[src/rtl/wpc_lock_bank.sv]
module wpc_lock_bank #(
    parameter int SECTOR_BITS = 8
) (
    input  logic                   clk,
    input  logic                   rst_n,
    input  logic                   wr_en,
    input  logic [SECTOR_BITS-1:0] wr_sector,
    input  logic                   wr_lock,
    input  logic                   wr_down,
    input  logic [SECTOR_BITS-1:0] rd_sector,
    output logic                   rd_lock,
    output logic                   any_lock
);
    localparam int NSEC = 1 << SECTOR_BITS;

    typedef struct packed {
        logic [NSEC-1:0] lock;
        logic [NSEC-1:0] down;
    } bank_t;

    bank_t bank_d, bank_q;

    always_comb begin
        bank_d = bank_q;
        if (wr_en) begin
            if (!bank_q.down[wr_sector])
                bank_d.lock[wr_sector] = wr_lock;
            if (wr_down)
                bank_d.down[wr_sector] = 1'b1;
        end
    end

    always_ff @(posedge clk or negedge rst_n) begin
        if (!rst_n) bank_q <= '0;
        else        bank_q <= bank_d;
    end

    assign rd_lock  = bank_q.lock[rd_sector];
    assign any_lock = |bank_q.lock;

    // lock-down bits only accumulate while out of reset
    p_down_sticky_r5: assert property (@(posedge clk) disable iff (!rst_n)
        $countones(bank_q.down) >= $past($countones(bank_q.down)));

    // a write to a locked-down sector leaves its lock bit alone
    p_lock_frozen_r5: assert property (@(posedge clk) disable iff (!rst_n)
        (wr_en && bank_q.down[wr_sector])
        |=> (bank_q.lock[$past(wr_sector)] == $past(bank_q.lock[wr_sector])));
endmodule

[config.mk]
export PLATFORM = sky130hd
export DESIGN_NAME = wpc_lock_bank
export DESIGN_NICKNAME = d
export VERILOG_FILES = /design/src/rtl/wpc_lock_bank.sv
export SDC_FILE = /design/constraint.sdc
export NUM_CORES = 1
export LEC_CHECK = 0
export ABC_AREA = 1
export BUFFER_PORTS_ARGS = -buffer_cell sky130_fd_sc_hd__buf_2
export CAP_MARGIN = 20
export CORE_MARGIN = 4
export CORE_UTILIZATION = 45
export CTS_BUF_LIST = sky130_fd_sc_hd__clkbuf_8
export CTS_CLUSTER_DIAMETER = 200
export CTS_CLUSTER_SIZE = 14
export DETAILED_ROUTE_END_ITERATION = 16
export PLACE_DENSITY_LB_ADDON = 0.1
export SYNTH_ARGS = -nofsm -noshare
export SYNTH_HDL_FRONTEND = slang
export SYNTH_SLANG_ARGS = --single-unit
[constraint.sdc]
create_clock -name clk -period 4 [get_ports clk]
set_clock_uncertainty 0.1 [all_clocks]
set_input_delay 0.8 -clock clk [delete_from_list [all_inputs] [get_ports clk]]
set_output_delay 0.8 -clock clk [all_outputs]
set_load 0.02 [all_outputs]
======== Word level (Yosys, flattened, before mapping) ========
Index checks and enable logic that the tools add are counted.
word-level totals
  ROM bits ................................ 0
  output and inout bits ................... 2
  RAM bits ................................ 0
  word-level logic and storage cells ...... 18
  bits in registers ....................... 512
  bits in latches ......................... 0
  input bits .............................. 21
  memories ................................ 0
cells by class
  add/subtract/negate cells ............... 0
  bitwise gates (word level) .............. 2
  equal/unequal tests ..................... 0
  reduce and logical (&&, ||, !) cells .... 4
  muxes and demuxes ....................... 7
  div/mod/pow operators ................... 0
  multipliers ............................. 0
  order comparisons ....................... 3
  shift-type cells ........................ 0
operator list
  kind                number
  $bwmux 256          1
  $or 256x256->256    1
  $reduce_or 256->1   1
  $lt 8x9->1 const B  2
  $bmux 1 s8          2
  $demux 1 s8         1
  $ge 8x1->1 const B  1
  $reduce_and 2->1    2
  $mux 1              3
  $logic_and 1x1->1   1
  $not 1->1           1

======== Longest topological paths before layout ========
Gate-level depths: netlist of run 1.
  word-level depth ........................ 5
  depth in mapped cells ................... 20

======== Least setup slack after synthesis of run 1 ========
Ideal clock, no wire load.
  path kind ............................... input to output
  start ................................... input port rd_sector[0]
  end ..................................... output port rd_lock
  buffers on the path ..................... 3
  stages .................................. 14
  arrival ................................. 2.362 ns
  path slack .............................. 0.738 ns
  data required time ...................... 3.100 ns
  path through ............................ clkbuf_1 > inv_1 > clkbuf_1 > clkbuf_1 > nor2_1 > o22ai_1 > nand2_1 > nand3_1 > nand3_1 > nand2_1 > nand2_1 > nand3_1 > nand3b_1 > nand2_1
on the way
  longest elaborated chain between the ends .. 2
ends and longest elaborated chain
  item                          line  text
  start, declared               10    input logic [SECTOR_BITS-1:0] rd_sector,
  $bmux 1 s8                    38    assign rd_lock = bank_q.lock[rd_sector];
  $mux 1 (implied by the code)  38
  end, declared                 11    output logic rd_lock,
No other way between the ends. The select of a mux whose other input is x is not followed.

======== Worst setup path in the final report of run 1 ========
  start ................................... register bank_q[508] (netlist name)
  end ..................................... output port any_lock
on the way
  longest elaborated chain between the ends .. 1
ends and longest elaborated chain
  item                    line  text
  start, declared         21    bank_t bank_d, bank_q;
  start signal, assigned  35    else bank_q <= bank_d;
  $reduce_or 256->1       39    assign any_lock = |bank_q.lock;
  end, declared           12    output logic any_lock
No other way between the ends.

==> metrics, run 1 <==
crit path DAT=about 3 ns; switch share=0.3192; Hold Buf Count CTS=0; Area Growth Syn to Fin=7.769%; initial core utilization=0.4536; Die X=between 200 and 300 um; die height=257.2 um; Top reg by flops=bank_q; post-synthesis sequential area ratio=0.4585; cell taking the most area after synthesis=dfrtp_1; met1 usage=0.4447; share of cells above drive strength 1=0.1099; relative slew slack=0.2198; Synth top area share=0.4585; Post-Syn Area per Cell=7.394 sq um; Layout fillers=between 6,000 and 7,000; multi-input combinational cell area=between 10,000 and 15,000 sq um; final setup TNS=0 ns; max reg flops=between 500 and 600; vias per inst=between 6 and 7; RR Endpoint=bank_q[356]; synth warn=0; sequential share of power=0.541; via count=between 20,000 and 30,000; initial drt markers=3,265; Rows=approximately 90; final WL=104.4 mm; Sequential Area=12,810 sq um; met2 Use GR=0.4692; critical path endpoint category=output port; vias in the first global route=26,060; Worst setup startpoint=bank_q[508]; P_int=between 6 and 7 mW; Slew Limit Fails=0; Crit Path Max Fanout=3; most frequent cells in the layout=nand2_1, nand3_1, dfrtp_1; Synth Cell Area=between 20,000 and 30,000 sq um; GR Layer Usage met3=0.06495; power share of the combinational group=0.181; Clock Sinks=512; Top Registers=bank_q x512; Final #Nets=about 3,700; Root Buffer=clkbuf_8; CTS H-Tree Depth=2; Reg2Reg Depth=15; RSZ-0062 raised after global routing=false; initial antenna violation count=1; synth unique cells=25; Fin Hold WS=about 0.084 ns; Hold WC Path Type=input port to async pin; GRT Max-Usage Layer=met2; setup violators final=0; reg2reg start=bank_q[19]; Fin. Hold Viols=0; CTS tree=built; status=completed; startpoint types=register; Post-CTS Setup Bufs=0; Max-Cap Viols=0; post-route minimum period=3.932 ns; IR drop worst, VDD=around 0.21 mV; I/O pin cnt=23; GPL Wtd Cong=around 0.90; most common cell after layout, fill and taps aside=nand2_1; Mapped Cells=about 3,800; final critical-path share of the clock period=0.9831; Power per Cell Area=roughly 340 nW/um^2; CTS buffer count=between 40 and 50; worst path required time=about 3.1 ns; clock buffer depth=3; R2R Setup Slk=1.31 ns; worst slew pin tran=between 1 and 1.5 ns; Core Region=slightly above 60,000 sq um; first-pass GRT wire length=approximately 160 mm; Overflow after GRT=0; die area=between 60,000 and 70,000 sq um; DRC violations left=0; Clock Latency Late Sink=slightly below 0.7 ns; largest net degree at the start of global routing=between 150 and 200; Pleak=~15 nW; NetSw=around 3.3 mW; count of input and output buffers=22; DRT antenna net count=0; Max Clock Freq=0.2543 GHz; synthesized flop and latch total=512; placed wire-length estimate=around 63 mm; Net Count, Synth=between 3,000 and 4,000; post-DR wirelength/cell=~23 um; Clock transition at path regs=~0.10 ns; CP Class=register to output port; Synth area leaders=dfrtp_1, nand2_1, nand3_1, nor2_1, a31o_2; Clk pwr share=0.278; Tot GR Track Use=0.3109; 1st-pass router iterations=6
==> how the worst max path moves through the flow <==
stage / to / slack (ns)
floorplan: rd_lock / 0.74
global placement: rd_lock / 0.33
detailed placement: rd_lock / 0.33
CTS: any_lock / 0.05
global route: any_lock / 0.06
finish: any_lock / 0.07
==> cells in the mapped netlist <==
master	instances
inv_1	125
nor4_1	47
buf_2	44
dfrtp_1	512
a31o_2	184
clkbuf_1	187
nand3b_1	1
clkinv_1	7
nand3_1	571
nand4_1	14
nor2_2	3
nor2_1	492
buf_1	12
inv_2	2
and3_1	1
nand2_1	1146
o21ai_1	3
buf_4	63
a21oi_1	1
buf_6	6
nor3_1	3
o21ai_0	213
o22ai_1	64
o31ai_1	72
or4_1	6
==> power groups by stage <==
stage	combinational, mW	clock [mW]	sequential [mW]
after detailed placement	1.82	0	5.63
after global placement	1.79	0	5.62
after floorplan	1.06	0	5.58
after global routing	2.00	3.08	5.56
after CTS	1.83	2.91	5.53
final	1.85	2.84	5.53
==> layout make-up <==
cell class,instances,area share
diodes,2,0.0001662
inverters,134,0.01679
repair buffers,162,0.06523
clock inverters,1,0.0002909
flip-flops and latches,512,0.4255
well taps,837,0.03478
multi-input cells,2821,0.4367
clock buffers,45,0.02057
==> worst max-delay path, cell delays in order (launching register included) <==
cell,delay (ns)
dfrtp_1,0.41
or4_1,0.56
nor4_2,0.45
nand2_1,0.25
nor2_2,0.28
nand3_1,0.21
buf_2,0.22
==> logic make-up after synthesis <==
kind of cell           count (synthesis)  synth area share
and+or+nand+nor                     2284            0.3393
buffers and inverters                446           0.07196
AOI/OAI and AO/OA                    537            0.1302
DFF                                  512            0.4585
==> stage by stage <==
step	power [mW]	setup slack [ns]	util	cell area, sq um	instances
after floorplan	6.635	0.7380	-	27940	3779
after global placement	7.416	0.3270	0.4784	29470	4466
after detailed placement	7.447	0.3252	0.4784	29470	4466
after CTS	10.26	0.05374	0.4887	30110	4512
after global routing	10.64	0.06147	0.4889	30110	4514
final	10.22	0.06771	0.4889	30110	4514
==> metal layers <==
| layer | up-vias | part of all wire |
|---|---|---|
| met3 | 265 | 0.094 |
| met5 | - | 0 |
| met4 | 0 | 0.042 |
| met2 | 1333 | 0.43 |
| met1 | 13480 | 0.43 |
| li1 | 12370 | - |
==> repair_timing <==
action / in CTS / in global routing
setup endpoints to repair: 1 / 1
gates resized for setup: 1 / 1
hold endpoints to repair: 0 / 0
No activity file was read; power rests on OpenSTA's default activity.
==> run 2, diff against run 1 <==
--- a/config.mk
+++ b/config.mk
@@ -15,6 +15,7 @@
 export CTS_CLUSTER_SIZE = 14
 export DETAILED_ROUTE_END_ITERATION = 16
 export PLACE_DENSITY_LB_ADDON = 0.1
+export REMOVE_ABC_BUFFERS = 1
 export SYNTH_ARGS = -nofsm -noshare
 export SYNTH_HDL_FRONTEND = slang
 export SYNTH_SLANG_ARGS = --single-unit
==> metrics, run 2 (synthesis results as in run 1) <==
vias per inst=6.076 (was 6.082); vias in the first global route=25,670 (was 26,060); Die X=257.2 um (unchanged); Max Clock Freq=0.2562 GHz (was 0.2543 GHz); startpoint types=register (unchanged); post-DR wirelength/cell=23.09 um (was 23.13 um); placed wire-length estimate=64.10 mm (was 63.50 mm); largest net degree at the start of global routing=132 (was 178); 1st-pass router iterations=5 (was 6); Max-Cap Viols=0 (unchanged); most frequent cells in the layout=nand2_1, nand3_1, dfrtp_1 (unchanged); max reg flops=512 (unchanged); Worst setup startpoint=bank_q[492] (was bank_q[508]); Clock Sinks=512 (unchanged); status=completed (unchanged); final setup TNS=0 ns (unchanged); Pleak=14.55 nW (was 14.58 nW); Tot GR Track Use=0.3076 (was 0.3109); critical path endpoint category=output port (unchanged); Clock transition at path regs=0.10 ns (about the same); Area Growth Syn to Fin=7.621% (was 7.769%); relative slew slack=0.2431 (was 0.2198); Slew Limit Fails=0 (unchanged); Crit Path Max Fanout=3 (unchanged); Top reg by flops=bank_q (unchanged); CTS H-Tree Depth=2 (unchanged); worst path required time=3.10 ns (about the same); Root Buffer=clkbuf_8 (unchanged); Rows=91 (unchanged); Layout fillers=6,093 (was 6,057); final WL=104.1 mm (was 104.4 mm); Hold WC Path Type=input port to async pin (unchanged); initial drt markers=2,717 (was 3,265); Top Registers=bank_q x512 (unchanged); crit path DAT=3.00 ns (was 3.03 ns); first-pass GRT wire length=159.0 mm (was 161.4 mm); DRT antenna net count=0 (unchanged); setup violators final=0 (unchanged); GPL Wtd Cong=0.9072 (was 0.9043); share of cells above drive strength 1=0.1084 (was 0.1099); Core Region=61,600 sq um (unchanged); die height=257.2 um (unchanged); Final #Nets=3,689 (was 3,694); CP Class=register to output port (unchanged); Power per Cell Area=339.8 nW/um^2 (was 339.5 nW/um^2); Overflow after GRT=0 (unchanged); CTS tree=built (unchanged); Clock Latency Late Sink=0.68 ns (about the same); Fin Hold WS=0.1401 ns (was 0.08442 ns); I/O pin cnt=23 (unchanged); IR drop worst, VDD=0.2539 mV (was 0.2139 mV); DRC violations left=0 (unchanged); via count=27,400 (was 27,450); most common cell after layout, fill and taps aside=nand2_1 (unchanged); placed insts=4,461 (was 4,466); count of input and output buffers=22 (unchanged); die area=66,140 sq um (unchanged); Post-Layout Cell Count=4,509 (was 4,514); worst slew pin tran=1.135 ns (was 1.170 ns); initial core utilization=0.4536 (unchanged); RSZ-0062 raised after global routing=false (unchanged); final critical-path share of the clock period=0.9758 (was 0.9831); Fin. Hold Viols=0 (unchanged); reg2reg start=bank_q[139] (was bank_q[19]); Reg2Reg Depth=16 (was 15); initial antenna violation count=3 (was 1); clock buffer depth=3 (unchanged); CTS buffer count=42 (unchanged); post-route minimum period=3.903 ns (was 3.932 ns)
## run 2: cell count changes in the layout (fill, tap and decap cells not counted), sizes merged
cell  before  now
buf      161  156
## run 2: area by class of cell
type                       instances  area (sq um)  area share
sequential                       512         12810      0.4261
tap                              837          1047     0.03483
antenna                            2         5.005   0.0001664
clock inverter                     1         8.758   0.0002913
inverter                         134         505.5     0.01681
multi-input combinational       2821         13140      0.4371
clock buffer                      45         619.3     0.02060
timing repair buffer             157          1929     0.06416
## run 2: final timing paths
check | slack [ns] | to
setup / recovery | 0.1 | any_lock
setup reg to reg | 1.26 | bank_q[310]
max in group asynchronous | 2.70 | bank_q[148]
hold / removal | 0.14 | bank_q[49]
min in group clk | 0.35 | bank_q[132]
hold reg to reg | 0.35 | bank_q[132]
## run 2: timing repair
action / in CTS / in global routing
hold buffers: 0 / 0
gates resized for setup: 0 / 1
buffers inserted: 0 / 0
endpoints found under the setup margin: 0 / 1
hold endpoints to repair: 0 / 0
## run 2: critical path, cell delays in order, from the launching register on
cell	delay, ns
dfrtp_1	0.42
nor4_1	0.35
nand4_1	0.34
nor4_1	0.31
nand2_1	0.23
nor2_2	0.28
nand3_1	0.17
buf_2	0.21
## run 2: metrics by stage
| stage | utilization | total power [mW] | setup slack, ns | area (sq um) |
|---|---|---|---|---|
| 2_1_floorplan | - | 6.380 | -3.097 | 26430 |
| 3_3_place_gp | 0.4779 | 7.422 | 0.2422 | 29440 |
| 3_5_place_dp | 0.4779 | 7.448 | 0.2226 | 29440 |
| 4_1_cts | 0.4881 | 10.26 | 0.05166 | 30060 |
| 5_1_grt | 0.4881 | 10.63 | 0.0009361 | 30070 |
| 6_report | 0.4882 | 10.22 | 0.09677 | 30070 |
## run 2: per-layer routing
| layer | GRT usage | wire [um] | up-vias |
|---|---|---|---|
| li1 | - | - | 12370 |
| met1 | 0.4384 | 44100 | 13410 |
| met2 | 0.4724 | 46070 | 1350 |
| met3 | 0.04753 | 9082 | 270 |
| met4 | 0.1246 | 4869 | 0 |
| met5 | 0 | 0 | - |
## run 2: report_power, final
group	switching, mW	total [mW]	leakage, nW	internal (mW)
Sequential	0.157	5.53	6.71	5.38
Clock	1.83	2.83	0.328	1.01
Combinational	1.28	1.85	7.52	0.577
